`config.mk`:
```
export PLATFORM = sky130hd
export DESIGN_NAME = cascade_counter
export DESIGN_NICKNAME = d
export VERILOG_FILES = /design/src/rtl/cascade_counter_pkg.sv /design/src/rtl/cnt_action_sel.sv /design/src/rtl/cnt_slice.sv /design/src/rtl/cascade_counter.sv
export SDC_FILE = /design/constraint.sdc
export NUM_CORES = 1
export LEC_CHECK = 0
export BUFFER_PORTS_ARGS = -buffer_cell sky130_fd_sc_hd__buf_4
export CORE_MARGIN = 4
export CORE_UTILIZATION = 47
export DETAILED_ROUTE_END_ITERATION = 8
export PLACE_DENSITY = 0.77
export RECOVER_POWER = 25
export SLEW_MARGIN = 20
export SYNTH_ARGS = -nofsm -noshare
export SYNTH_HDL_FRONTEND = slang
export SYNTH_SLANG_ARGS = --single-unit
```
`constraint.sdc`:
```
create_clock -name clk -period 2 [get_ports clk]
set_clock_uncertainty 0.15 [all_clocks]
set_input_delay 0.2 -clock clk [delete_from_list [all_inputs] [get_ports clk]]
set_output_delay 0.2 -clock clk [all_outputs]
set_load 0.01 [all_outputs]
```
`src/rtl/cascade_counter_pkg.sv`:
```
package cascade_counter_pkg;
  typedef enum logic [1:0] {
    ACT_HOLD  = 2'd0,
    ACT_CLEAR = 2'd1,
    ACT_LOAD  = 2'd2,
    ACT_INC   = 2'd3
  } cnt_act_e;
endpackage

```
`src/rtl/cnt_action_sel.sv`:
```
module cnt_action_sel
  import cascade_counter_pkg::*;
(
  input  logic     clr_n,
  input  logic     load_n,
  input  logic     en_p,
  input  logic     en_t,
  output cnt_act_e act
);
  // Fixed priority: clear, then preset, then count.
  always_comb begin
    if (!clr_n)              act = ACT_CLEAR;
    else if (!load_n)        act = ACT_LOAD;
    else if (en_p && en_t)   act = ACT_INC;
    else                     act = ACT_HOLD;
  end
endmodule

```
`src/rtl/cnt_slice.sv`:
```
module cnt_slice
  import cascade_counter_pkg::*;
#(
  parameter int W = 4
) (
  input  logic         clk,
  input  logic         clr_n,
  input  logic         load_n,
  input  logic         en_p,
  input  logic         en_t,
  input  logic [W-1:0] d,
  output logic [W-1:0] q,
  output logic         carry
);
  localparam logic [W-1:0] MAXV = {W{1'b1}};

  cnt_act_e     act;
  logic [W-1:0] q_r;
  logic [W-1:0] q_nxt;

  cnt_action_sel u_sel (
    .clr_n (clr_n),
    .load_n(load_n),
    .en_p  (en_p),
    .en_t  (en_t),
    .act   (act)
  );

  always_comb begin
    unique case (act)
      ACT_CLEAR: q_nxt = '0;
      ACT_LOAD:  q_nxt = d;
      ACT_INC:   q_nxt = q_r + 1'b1;
      default:   q_nxt = q_r;
    endcase
  end

  always_ff @(posedge clk) q_r <= q_nxt;

  assign q     = q_r;
  // Terminal count: gated by the trickle enable, combinational.
  assign carry = en_t && (q_r == MAXV);
endmodule

```
`src/rtl/cascade_counter.sv`:
```
module cascade_counter #(
  parameter int SLICE_W    = 4,
  parameter int NUM_SLICES = 3
) (
  input  logic                          clk,
  input  logic                          clr_n,
  input  logic                          load_n,
  input  logic                          cnt_en_p,
  input  logic                          cnt_en_t,
  input  logic [NUM_SLICES*SLICE_W-1:0] din,
  output logic [NUM_SLICES*SLICE_W-1:0] count,
  output logic                          tc_out
);
  localparam int TOTAL_W = NUM_SLICES * SLICE_W;

  logic [NUM_SLICES:0] chain_en;
  assign chain_en[0] = cnt_en_t;

  for (genvar k = 0; k < NUM_SLICES; k++) begin : g_slice
    cnt_slice #(.W(SLICE_W)) u_slice (
      .clk   (clk),
      .clr_n (clr_n),
      .load_n(load_n),
      .en_p  (cnt_en_p),
      .en_t  (chain_en[k]),
      .d     (din[k*SLICE_W +: SLICE_W]),
      .q     (count[k*SLICE_W +: SLICE_W]),
      .carry (chain_en[k+1])
    );
  end

  assign tc_out = chain_en[NUM_SLICES];

  logic [TOTAL_W-1:0] unused_w;
  assign unused_w = '0;
endmodule

```
# Word-level counts from Yosys, hierarchy flattened
# Index checks and enable logic that the tools add are counted.
word_totals:
  ff_bits: 12
  latchBits: 0
  ramBits: 0
  rom_bits: 0
  out_inout_bits: 13
  word_cells: 39
  memories: 0
classes:
  add_sub_neg: 3
  mul: 0
  div_mod_pow: 0
  magnitude_cmp: 0
  eq_ne: 12
  n_shift: 0
  muxes: 12
  bitwise: 0
  reduce_logical: 9
ops:
  columns: ["op", "count"]
  rows:
  - ["case mux 4 bit (3 select lines)", 3]
  - ["two-way mux 2 bit", 9]
  - ["adder 4 x 1 -> 4 bit (second input constant)", 3]
  - ["equality test 2 bit (second input constant)", 6]
  - ["equality test 4 bit (second input constant)", 3]
  - ["nonzero test 3 bit", 3]
  - ["equality test 2 x 1 -> 1 bit (second input constant)", 3]
  - ["logical AND 1 bit", 6]

# Logic depth before layout (Yosys ltp)
depth:
  depth_word: 9
  depth_mapped: 4

# Cells and area by module
# Synthesis repeated with hierarchy kept, for this count alone.
unflattened:
  hier_cells: 72
  hier_area_um2: 777.0
modules_own_cells:
  columns: ["module", "n_inst", "cells_per_inst", "area_per_inst_um2", "seq_area_each_um2"]
  rows:
  - ["cnt_slice", 3, 20, 239.0, 120.1]
  - ["cnt_action_sel", 3, 4, 20.0, 0.0]

# Least setup slack after synthesis
# OpenSTA, ideal clock, no wires.
synth_path:
  path_type: "register -> register"
  from: "reg g_slice[0].u_slice.q_r[0]"
  to: "reg g_slice[1].u_slice.q_r[0], enable pin"
  setup_ns: 0.361
  t_arrival_ns: 1.179
  setup_slack_ns: 0.310
  path_stages_with_launch: 4
  path_buffers: 0
  path_cell_list: "edfxtp_1 > ha_1 > nand3_1 > o21ai_0"
synth_between:
  elab_chain_len: 8
  elab_cells_between_ends: 10
synth_rtl:
  columns: ["element", "line", "rtl"]
  rows:
  - ["from (decl)", "cnt_slice.sv:18", "logic [W-1:0] q_r;"]
  - ["from (signal assigned)", "cnt_slice.sv:38", "always_ff @(posedge clk) q_r <= q_nxt;"]
  - ["equality test 4 bit *", "cnt_slice.sv:42", "assign carry = en_t && (q_r == MAXV);"]
  - ["logical AND 1 bit *", "cnt_slice.sv:42", null]
  - ["logical AND 1 bit *", "cnt_action_sel.sv:14", "else if (en_p && en_t) act = ACT_INC;"]
  - ["two-way mux 2 bit *", "cnt_action_sel.sv:14", null]
  - ["two-way mux 2 bit *", "cnt_action_sel.sv:13", "else if (!load_n) act = ACT_LOAD;"]
  - ["two-way mux 2 bit *", "cnt_action_sel.sv:12", "if (!clr_n) act = ACT_CLEAR;"]
  - ["equality test 2 x 1 -> 1 bit / equality test 2 bit (equally long branches)", "cnt_slice.sv:30", "unique case (act)"]
  - ["nonzero test 3 bit (no line) *", null, null]
  - ["to (signal assigned)", "cnt_slice.sv:38", null]
  - ["to (decl)", "cnt_slice.sv:18", null]
# Every way passes the cells marked *; elsewhere a longest branch is shown, timed or not.
# A chain may end at the register's enable or synchronous reset.

# Final worst setup path
layout_path:
  from: "reg g_slice[0].u_slice.q_r[0]"
  to: "out tc_out"
layout_between:
  elab_chain_len: 4
layout_rtl:
  columns: ["element", "line", "rtl"]
  rows:
  - ["equality test 4 bit", "cnt_slice.sv:42", null]
  - ["logical AND 1 bit (3 in series)", "cnt_slice.sv:42", null]
  - ["to (decl)", "cascade_counter.sv:12", "output logic tc_out"]
# No other way between the ends.

==> impl_results.md <==
* Net Sw Power at 0.163 mW
* Pleak at 0.417 nW
* Relative slew margins at 54.9%
* Vias post-DR at 712
* Arrival time at the worst endpoint at 1.50 ns
* Layout area overhead at 28.7%
* Fin worst setup slack at 0.149 ns
* Switching portion of total power at 27.4%
* Post-Syn Instances at 76
* Synth Area in Adders at 4.63%
* Vias in the first global route at 738
* RSZ-0062 raised after global routing: no
* Hpwl dp at 1500 µm
* Tightest Pin Transition at 0.676 ns
* Simple-gate share of the synthesized area at 29.3%
* Commonest non-fill, non-tap cell in the layout: buf_4
* Total grt overflow at 0
* Critical path class: reg -> out
* Mean post-synth cell area at 10.7 µm²
* Fraction of synthesized cell area in xor and xnor cells at 6.48%
* Critical Path End Type: primary output
* Core area at 1560 µm²
* ANT nets after route at 0
* Tot GR Track Use at 16.8%
* Sink Count at 12
* # setup viols final at 0
* Die ar. at 2450 µm²
* CTS max path bufs at 2
* Cell internal pwr at 0.431 mW
* Die W at 49.5 µm
* Port Buf Inserts at 29
* H-tree depth at 1
* CTS tree: done
* Logic pwr share at 19.4%
* Worst-path clk slew at 0.08 ns
* YS warnings at 0
* CTS root buf: clkbuf_4
* Clk Latency, worst-skew pair at 0.27 ns
* Mux cell area share after synthesis at 0%
* Reg2reg end: g_slice[2].u_slice.q[0]
* Tcrit/Tclk final at 92.6%
* Worst Path Max Fanout at 5
* Critical path's largest stage delay at 0.42 ns
* Initial Utilization at 52.0%
* Routability cong. at 0.804
* Hold Violations, Final at 0
* Hold Buf Count CTS at 0
* Critical-path cell list: ha_2 > nand3_1 > nor3_1 > buf_4
* Global-route wire length before repair at 3190 µm
* CP startpoint kind: flop
* Worst vdd ir at 416 µV
* F_max at 540 MHz
* Flop pwr share at 53.7%
* Type of the worst min-delay path: in -> reg
* FF-to-FF Start: g_slice[1].u_slice.q[0]
* Dpl ws at 0.345 ns
* Area fraction in compound gates after synthesis at 12.7%
* Mapped Nets at 96
* N_diodes at 0
* Setup tns final at 0 ns
* Iter 0 DRT Violations at 13
* Post-Route WL at 1950 µm
* WHS Endpoint: g_slice[1].u_slice.q[3]
* Period minus WS final at 1.85 ns
* Post-synthesis cell type count at 23
* Number of remaining DRC errors at 0
* Initial antenna violation count at 0
* Sequential element share of the synthesized area at 44.4%
* Worst R2R Setup Slack at 0.33 ns
* Layout cells sized above 1 at 29.2%
* Worst R2R Path Depth at 4
* Die Height at 49.5 µm
* I/O Pins at 30
* Run status: completed
* Commonest non-fill, non-tap cells in the layout: buf_4, edfxtp_1, nand2b_1, a21boi_1, nand3_1
* Max-Cap Viols at 0
* FP Rows at 14
* Clk pwr share at 27.0%
* CP max-delay cell: edfxtp_1
* Pwr/cell area at 570 nW/µm²
* Largest net degree at the start of global routing at 21
* TritonCTS buffer count at 3
* Netlist Area Pre-Place at 811 µm²
* Largest family of logic cells by synthesized area: simple AND/OR/NAND/NOR gates
* Hold Path Origin: din[7]
* Max FFs per register at 12
* Worst hold stages at 2
* Required @ worst endpoint at 1.65 ns
* Synth Register Bits at 12
* Post-layout nets at 127
* Drt first pass iters at 4
* Per-cell routed wire length at 16.0 µm
* Slew Viols, Final at 0
* DR vias/cell at 5.84
==> repair_timing <==
item,in CTS,in global routing
resized for setup,0,1
buffers inserted,0,0
setup endpoints to repair,0,1
==> power groups by stage <==
stage          Clock, mW  Sequential [mW]  Combinational, mW
5_1_grt            0.174            0.323              0.126
3_3_place_gp           0            0.323              0.121
4_1_cts            0.162            0.319              0.122
2_1_floorplan          0            0.329             0.0509
3_5_place_dp           0            0.324              0.122
6_report           0.160            0.319              0.115
==> worst max-delay path: cells and delay by family, from the launching register on <==
kind	cells	cell delay (ns)
DFF	1	0.42
and+or+nand+nor	2	0.40
adders and majority gates	1	0.25
buffers and inverters	1	0.15
==> final cells by class <==
class | count | area, µm²
fill | 131 | 515
multi-input combinational | 60 | 430
sequential | 12 | 360
timing repair buffer | 30 | 206
clock buffer | 3 | 22.5
tap | 16 | 20.0
clock inverter | 1 | 3.75
==> worst max path at each step <==
stage                                        from                      end  slack (ns)  cells after the start
after global placement    g_slice[0].u_slice.q[0]  g_slice[1].u_slice.q[0]        0.41                      4
final                     g_slice[0].u_slice.q[0]                   tc_out        0.15                      4
after CTS                 g_slice[0].u_slice.q[0]                   tc_out        0.10                      4
after floorplan           g_slice[0].u_slice.q[0]  g_slice[1].u_slice.q[0]        0.31                      3
after detailed placement  g_slice[1].u_slice.q[0]  g_slice[2].u_slice.q[1]        0.34                      4
after global routing      g_slice[0].u_slice.q[0]                   tc_out        0.01                      4
==> synthesized netlist by cell type <==
library cell  instances  area [µm²]
ha_1                  3        37.5
nor2b_1               2        12.5
and4_1                2        17.5
nand2b_1              9        56.3
a32o_1                3        30.0
buf_2                 4        20.0
and2_4                1        8.76
o21ai_0               1        5.00
nand3_1               7        35.0
xnor2_1               3        26.3
nand2_1               3        11.3
nand3b_1              1        7.51
and2_1                1        6.26
nor4b_2               1        15.0
nand4b_1              1        8.76
a21boi_1              8        60.1
nand4_1               6        37.5
nor2_1                1        3.75
nor3_1                2        10.0
xor2_1                3        26.3
and3_2                1        7.51
o21a_1                1        7.51
edfxtp_1             12         360
==> stage by stage <==
step	area (µm²)	utilization, %	hold WS (ns)	power, mW	cells
after floorplan	811	-	0.253	0.380	76
after global placement	1040	66.5	0.343	0.443	118
after detailed placement	1040	66.5	0.348	0.446	118
after CTS	1060	68.1	0.0595	0.603	122
after global routing	1040	66.9	0.0551	0.623	122
final	1040	66.9	0.0636	0.595	122
==> metal layers <==
layer	track usage [%]	part of all wire (%)	routed length, µm
met5	0	0	0
met4	7.83	0.67	13
met2	27.8	48	935
met1	20.0	45	879
met3	4.82	6.0	117
==> kinds of logic after synthesis <==
family	Yosys count
AOI/OAI and AO/OA	13
xor gates and xnor gates	6
adders and majority gates	3
buffers and inverters	4
DFF	12
and+or+nand+nor	38
(Power assumes the default switching activity.)
